$ cat src/rtl/port_change_irq_pkg.sv
package port_change_irq_pkg;
  localparam int unsigned DEF_PORT_W   = 8;
  localparam int unsigned DEF_PORTS    = 2;
  localparam int unsigned DEF_SYNC_LEN = 2;
endpackage

$ cat src/rtl/pcirq_sync.sv
module pcirq_sync #(
  parameter int unsigned W      = 16,
  parameter int unsigned STAGES = 2
) (
  input  logic         clk,
  input  logic [W-1:0] d_raw,
  output logic [W-1:0] d_sync
);
  logic [W-1:0] chain [STAGES];

  // The chain has no reset, so it keeps sampling while reset is held.
  // The snapshots can then be preloaded from it.
  generate
    for (genvar s = 0; s < STAGES; s++) begin : g_stage
      if (s == 0) begin : g_first
        always_ff @(posedge clk) chain[s] <= d_raw;
      end else begin : g_next
        always_ff @(posedge clk) chain[s] <= chain[s-1];
      end
    end
  endgenerate

  assign d_sync = chain[STAGES-1];
endmodule

$ cat src/rtl/pcirq_port.sv
module pcirq_port #(
  parameter int unsigned W = 8
) (
  input  logic         clk,
  input  logic         rst_n,
  input  logic [W-1:0] lvl,
  input  logic [W-1:0] dir_in,
  input  logic         rd_cap,
  output logic         flag
);
  logic [W-1:0] snap;

  // A pin counts only when it is an input and its level has moved away from the snapshot.
  function automatic logic port_mismatch(input logic [W-1:0] live,
                                         input logic [W-1:0] held,
                                         input logic [W-1:0] is_in);
    return |((live ^ held) & is_in);
  endfunction

  // Reset and each read both take a copy of the live levels.
  always_ff @(posedge clk) begin
    if (!rst_n || rd_cap) snap <= lvl;
  end

  assign flag = port_mismatch(lvl, snap, dir_in);
endmodule

$ cat src/rtl/pcirq_merge.sv
module pcirq_merge #(
  parameter int unsigned N = 2
) (
  input  logic         clk,
  input  logic         rst_n,
  input  logic [N-1:0] flags,
  output logic         req_n
);
  function automatic logic merge_n(input logic [N-1:0] f);
    return ~(|f);
  endfunction

  always_ff @(posedge clk or negedge rst_n) begin
    if (!rst_n) req_n <= 1'b1;
    else        req_n <= merge_n(flags);
  end
endmodule

$ cat src/rtl/port_change_irq.sv
module port_change_irq
  import port_change_irq_pkg::*;
#(
  parameter int unsigned PORT_W    = DEF_PORT_W,
  parameter int unsigned NUM_PORTS = DEF_PORTS,
  parameter int unsigned SYNC_LEN  = DEF_SYNC_LEN
) (
  input  logic                        clk,
  input  logic                        rst_n,
  input  logic [NUM_PORTS*PORT_W-1:0] pin_lvl,
  input  logic [NUM_PORTS*PORT_W-1:0] dir_in,
  input  logic [NUM_PORTS-1:0]        rd_cap,
  output logic                        irq_n
);
  localparam int unsigned PIN_W = NUM_PORTS * PORT_W;

  // Named internal wires, kept visible for the bound checker.
  logic [PIN_W-1:0]     sync_lvl;
  logic [NUM_PORTS-1:0] port_flag;

  pcirq_sync #(.W(PIN_W), .STAGES(SYNC_LEN)) u_sync (
    .clk    (clk),
    .d_raw  (pin_lvl),
    .d_sync (sync_lvl)
  );

  generate
    for (genvar p = 0; p < NUM_PORTS; p++) begin : g_port
      pcirq_port #(.W(PORT_W)) u_port (
        .clk    (clk),
        .rst_n  (rst_n),
        .lvl    (sync_lvl[p*PORT_W +: PORT_W]),
        .dir_in (dir_in[p*PORT_W +: PORT_W]),
        .rd_cap (rd_cap[p]),
        .flag   (port_flag[p])
      );
    end
  endgenerate

  pcirq_merge #(.N(NUM_PORTS)) u_merge (
    .clk   (clk),
    .rst_n (rst_n),
    .flags (port_flag),
    .req_n (irq_n)
  );
endmodule

$ cat config.mk
export PLATFORM = sky130hd
export DESIGN_NAME = port_change_irq
export DESIGN_NICKNAME = d
export VERILOG_FILES = /design/src/rtl/port_change_irq_pkg.sv /design/src/rtl/pcirq_sync.sv /design/src/rtl/pcirq_port.sv /design/src/rtl/pcirq_merge.sv /design/src/rtl/port_change_irq.sv
export SDC_FILE = /design/constraint.sdc
export NUM_CORES = 1
export LEC_CHECK = 0
export ABC_AREA = 1
export ABC_CLOCK_PERIOD_IN_PS = 2600
export BUFFER_PORTS_ARGS = -buffer_cell sky130_fd_sc_hd__buf_4
export CAP_MARGIN = 20
export CORE_ASPECT_RATIO = 2
export CORE_UTILIZATION = 45
export CTS_CLUSTER_SIZE = 24
export DETAILED_ROUTE_END_ITERATION = 7
export HOLD_SLACK_MARGIN = 0.12
export PLACE_DENSITY_LB_ADDON = 0.25
export SLEW_MARGIN = 5
export SYNTH_ARGS = -nofsm -noshare
export SYNTH_HDL_FRONTEND = slang
export SYNTH_HIERARCHICAL = 1
export SYNTH_SLANG_ARGS = --single-unit
export TNS_END_PERCENT = 20
$ cat constraint.sdc
create_clock -name clk -period 2.6 [get_ports clk]
set_clock_uncertainty 0.05 [all_clocks]
set_input_delay 0.26 -clock clk [delete_from_list [all_inputs] [get_ports clk]]
set_output_delay 0.26 -clock clk [all_outputs]
set_load 0.005 [all_outputs]
## Word-level counts from Yosys, hierarchy flattened

Memories as Yosys holds them, arrays and structs flattened.
Cells that the tools add are included.

- Register bits: 17
- RAM bits: 32
- Input port bits: 36
- Memories: 1

- Bitwise operators: 5
- Reduce and logical (&&, ||, !) cells: 4

Memories:

| memory | depth | width | rd ports | clocked after Yosys merged registers in | write ports | RTL line | text |
|---|---|---|---|---|---|---|---|
| u_sync.chain | 2 | 16 | 2 | 0 | 2 | pcirq_sync.sv:9 | `logic [W-1:0] chain [STAGES];` |

Operators with widths:

| operator | count |
|---|---|
| 8-bit AND | 2 |
| 16-bit OR reduction | 1 |
| 8-bit bitwise XOR | 2 |
| 1-bit logical OR | 2 |
| 1-bit logical NOT | 1 |
| 1-bit inverter | 1 |

## Logic depth before layout (Yosys ltp)

- Word-level depth: 4
- Mapped depth: 8
- Mapped depth without buffers: 7

## Hierarchy

The synthesis kept the hierarchy.

By module, submodules not included:

| module | instances | cells each | area each (um2) | sequential area each (um2) |
|---|---|---|---|---|
| pcirq_port | 2 | 57 | 439.2 | 240.2 |
| pcirq_sync | 1 | 48 | 760.7 | 640.6 |
| pcirq_merge | 1 | 2 | 30.0 | 26.3 |

## Worst setup path after synthesis

OpenSTA, ideal clock, no wires.

- Kind: reg-to-reg
- Start point: mem u_sync.chain[1][13], in the netlist u_sync/chain[0][29]
- End point: reg u_merge.req_n
- Data arrival time: 801 ps
- Slack: 1682 ps
- Cell stages (with the launch flop): 9
- Buffers on the path: 1
- Clock period less this slack: 918 ps
- Cells stage by stage: dfxtp_1 > buf_4 > inv_1 > nand2_1 > nand3_1 > nand2_1 > nor2_1 > nand2_1 > nor2_1

RTL lines:

| item | RTL line | text |
|---|---|---|
| from (decl) | pcirq_sync.sv:9 |  |
| to (signal assigned) | pcirq_merge.sv:15 | `else req_n <= merge_n(flags);` |
| to (decl) | pcirq_merge.sv:7 | `output logic req_n` |

## Final worst setup path

- Start point: in rst_n
- End point: reg g_port[1].u_port.snap[4] (enable)

- Longest elaborated chain between the ends: 2

Ends and longest elaborated chain:

| item | RTL line | text |
|---|---|---|
| from (decl) | port_change_irq.sv:9 | `input logic rst_n,` |
| 1-bit logical NOT (no line) | n/a |  |
| 1-bit logical OR | pcirq_port.sv:22 | `if (!rst_n \|\| rd_cap) snap <= lvl;` |
| to (signal assigned) | pcirq_port.sv:22 |  |
| to (decl) | pcirq_port.sv:11 | `logic [W-1:0] snap;` |

Every way passes these cells.
A chain may end at the register's enable or synchronous reset.

==> impl_metrics.py <==
metrics = {
    "worst_setup_path": {
        "r2r_end": "u_merge/req_n$_DFF_PN1_",
        "r2r_cells": 7,
        "cp-startpoint": "rst_n",
        "cp.required_ns": 2.51,
        "start_kind": "primary input",
        "endpoint": "g_port[1].u_port/snap[4]$_DFFE_PP_",
        "crit_fanout": 8,
        "worst-setup-path-type": "in2reg",
        "reg2reg_slack_ns": 1.55,
        "crit_path_end_kind": "register",
        "worstReg2RegStart": "g_port[1].u_port/snap[5]$_DFFE_PP_",
        "cp.arrival_ns": 1.20,
    },
    "hold_path": {
        "hp-start": "dir_in[6]",
        "holdCritPathClass": "in2reg",
    },
    "layout": {
        "fillers": 317,
        "syn_to_final_growth_pct": 27.9,
        "final_nets": 244,
        "postLayoutCoreUtil": 0.598,
        "drive_gt1_frac": 0.215,
        "num_antenna_cells": 0,
    },
    "die": {
        "rows": 31,
        "die_w_microns": 45.1,
        "die_height_microns": 88.1,
        "start_util": 0.468,
        "core_sq_mm": 0.00357,
        "io_pins": 37,
        "design.die.area_sq_mm": 0.00397,
    },
    "global_routing": {
        "grt.met3_usage": 0.0433,
        "met1_usage": 0.111,
        "grt_pass1_wl_mm": 3.90,
        "groute.usage.overall": 0.141,
        "grt-ovfl-total": 0,
        "top_usage_layer": "met2",
        "grt_pass1_vias": 1070,
        "use_met2": 0.270,
        "grt_max_degree": 15,
        "antenna_found_initial": 0,
    },
    "logic_synthesis": {
        "synth_top_area_share": 0.384,
        "yosysTopAreaCell": "dfxtp_1",
        "yosysWarnings": 6,
        "ys_seq_area_frac": 0.687,
        "syn_area_per_cell_sq_um": 10.2,
        "ys_seq_elements": 49,
        "yosys-top-cells-area": "dfxtp_1 (38%), edfxtp_1 (29%), nand2_1 (9.9%)",
        "synth_cells": 164,
        "syn-cell-area_sq_mm": 0.00167,
        "yosysUniqueCellTypes": 9,
        "syn_nets": 200,
    },
    "clock_tree": {
        "clk_latency_ns": 0.29,
        "path_clk_slew_ns": 0.08,
        "holdBufCountCts": 17,
        "cts_buffer_depth": 2,
        "numCtsBuffers": 5,
        "htree_levels": 2,
        "cts.sinks": 49,
        "cts_tree": "yes",
        "ctsRootBufferMaster": "clkbuf_8",
        "cts_resized": 0,
        "cts_setup_buffers": 0,
    },
    "sta": {
        "hold_viol": 0,
        "period_share": 0.493,
        "slew_headroom": 0.779,
        "tightest_slew_ns": 0.331,
        "drv_slew": 0,
        "rsz0062_at_grt": "no",
        "fin_crit_ns": 1.28,
        "setup-tns-final_ns": 0,
        "final-setup-viol-count": 0,
        "fmaxAchievable_ghz": 0.780,
    },
    "run": {
        "drv_cap": 0,
    },
    "power": {
        "irDropWorstVdd_mv": 0.479,
        "p_total_mw": 1.39,
        "p_leak_nw": 1.06,
        "powerDensity_mw_per_mm2": 653,
    },
    "route": {
        "vias": 1057,
        "ant_nets": 0,
        "avgRoutedWirePerCell_microns": 9.12,
        "via_per_inst": 4.10,
        "wl_mm": 2.35,
        "drc": 0,
        "drt_iter0_markers": 10,
        "first_pass_iters": 4,
    },
    "place": {
        "placement.io_buffers": 36,
        "gp_congestion": 0.668,
        "dpl.hpwl_mm": 1.84,
    },
    "status": {
        "status": "completed",
    },
}
sequential cells by signal (all words and copies together), names as in the netlist:
register and count:
u_sync/chain 32, g_port.u_port/snap 16, u_merge/req_n 1
worst min-delay path by stage:
stage	to	slack (ns)	depth (start not counted)
floorplan	u_merge/req_n$_DFF_PN1_	0.06	0
global placement	u_merge/req_n$_DFF_PN1_	0.16	1
detailed placement	u_merge/req_n$_DFF_PN1_	0.16	1
CTS	u_merge/req_n$_DFF_PN1_	0.23	6
global route	u_merge/req_n$_DFF_PN1_	0.27	6
finish	u_merge/req_n$_DFF_PN1_	0.23	6
cells by family after synthesis:
group	after synthesis	synth area share
buffers and inverters	50	0.148
flip-flops	49	0.687
AND/OR/NAND/NOR	65	0.164
worst max-delay path: stages:
cell and delay, ns:
dlygate4sd3_1 0.53, buf_4 0.14, nand2_1 0.26
power by group:
group / switching (mW) / leakage, nW / total, mW / internal [mW]
sequential: 0.0221 / 0.443 / 0.861 / 0.839
combinational: 0.0436 / 0.581 / 0.115 / 0.0712
clock: 0.227 / 0.0385 / 0.418 / 0.190
total: 0.293 / 1.06 / 1.39 / 1.10
final cells by class:
| cell class | count | area [sq um] | area share |
|---|---|---|---|
| Sequential cell | 49 | 1150 | 0.538 |
| Multi-Input combinational cell | 65 | 274 | 0.128 |
| Timing Repair Buffer | 53 | 440 | 0.206 |
| Clock inverter | 1 | 7.51 | 0.00352 |
| Clock buffer | 7 | 76.3 | 0.0358 |
| Tap cell | 49 | 61.3 | 0.0287 |
| Inverter | 34 | 128 | 0.0598 |
placed cells by master (no fill, tap or decap):
cell type      count
nand2_1           44
dfxtp_1           32
clkbuf_8           5
nand3_1           14
buf_4             36
inv_1             34
edfxtp_1          16
dlygate4sd3_1     17
nand3_2            2
clkinvlp_4         1
clkbuf_1           2
dfstp_2            1
nor2_1             5
metal layers:
| layer | routed length [microns] | vias to the layer above |
|---|---|---|
| li1 | - | 563 |
| met1 | 851 | 465 |
| met2 | 1340 | 24 |
| met3 | 100 | 5 |
| met4 | 65 | 0 |
| met5 | 0 | - |
synthesized netlist by cell type, drive strengths merged:
cell type   n
buf        16
dfstp       1
dfxtp      32
edfxtp     16
inv        34
nand2      44
nand3      16
nor2        5
stage by stage:
stage / instance area, sq um / hold slack (ns) / instances / worst slack, ns
floorplan: 1670 / 0.0622 / 164 / 1.68
global placement: 1880 / 0.157 / 233 / 1.56
detailed placement: 1880 / 0.160 / 233 / 1.54
CTS: 2130 / 0.228 / 258 / 1.31
global route: 2130 / 0.265 / 258 / 1.26
finish: 2130 / 0.230 / 258 / 1.32
(Power assumes the default switching activity.)
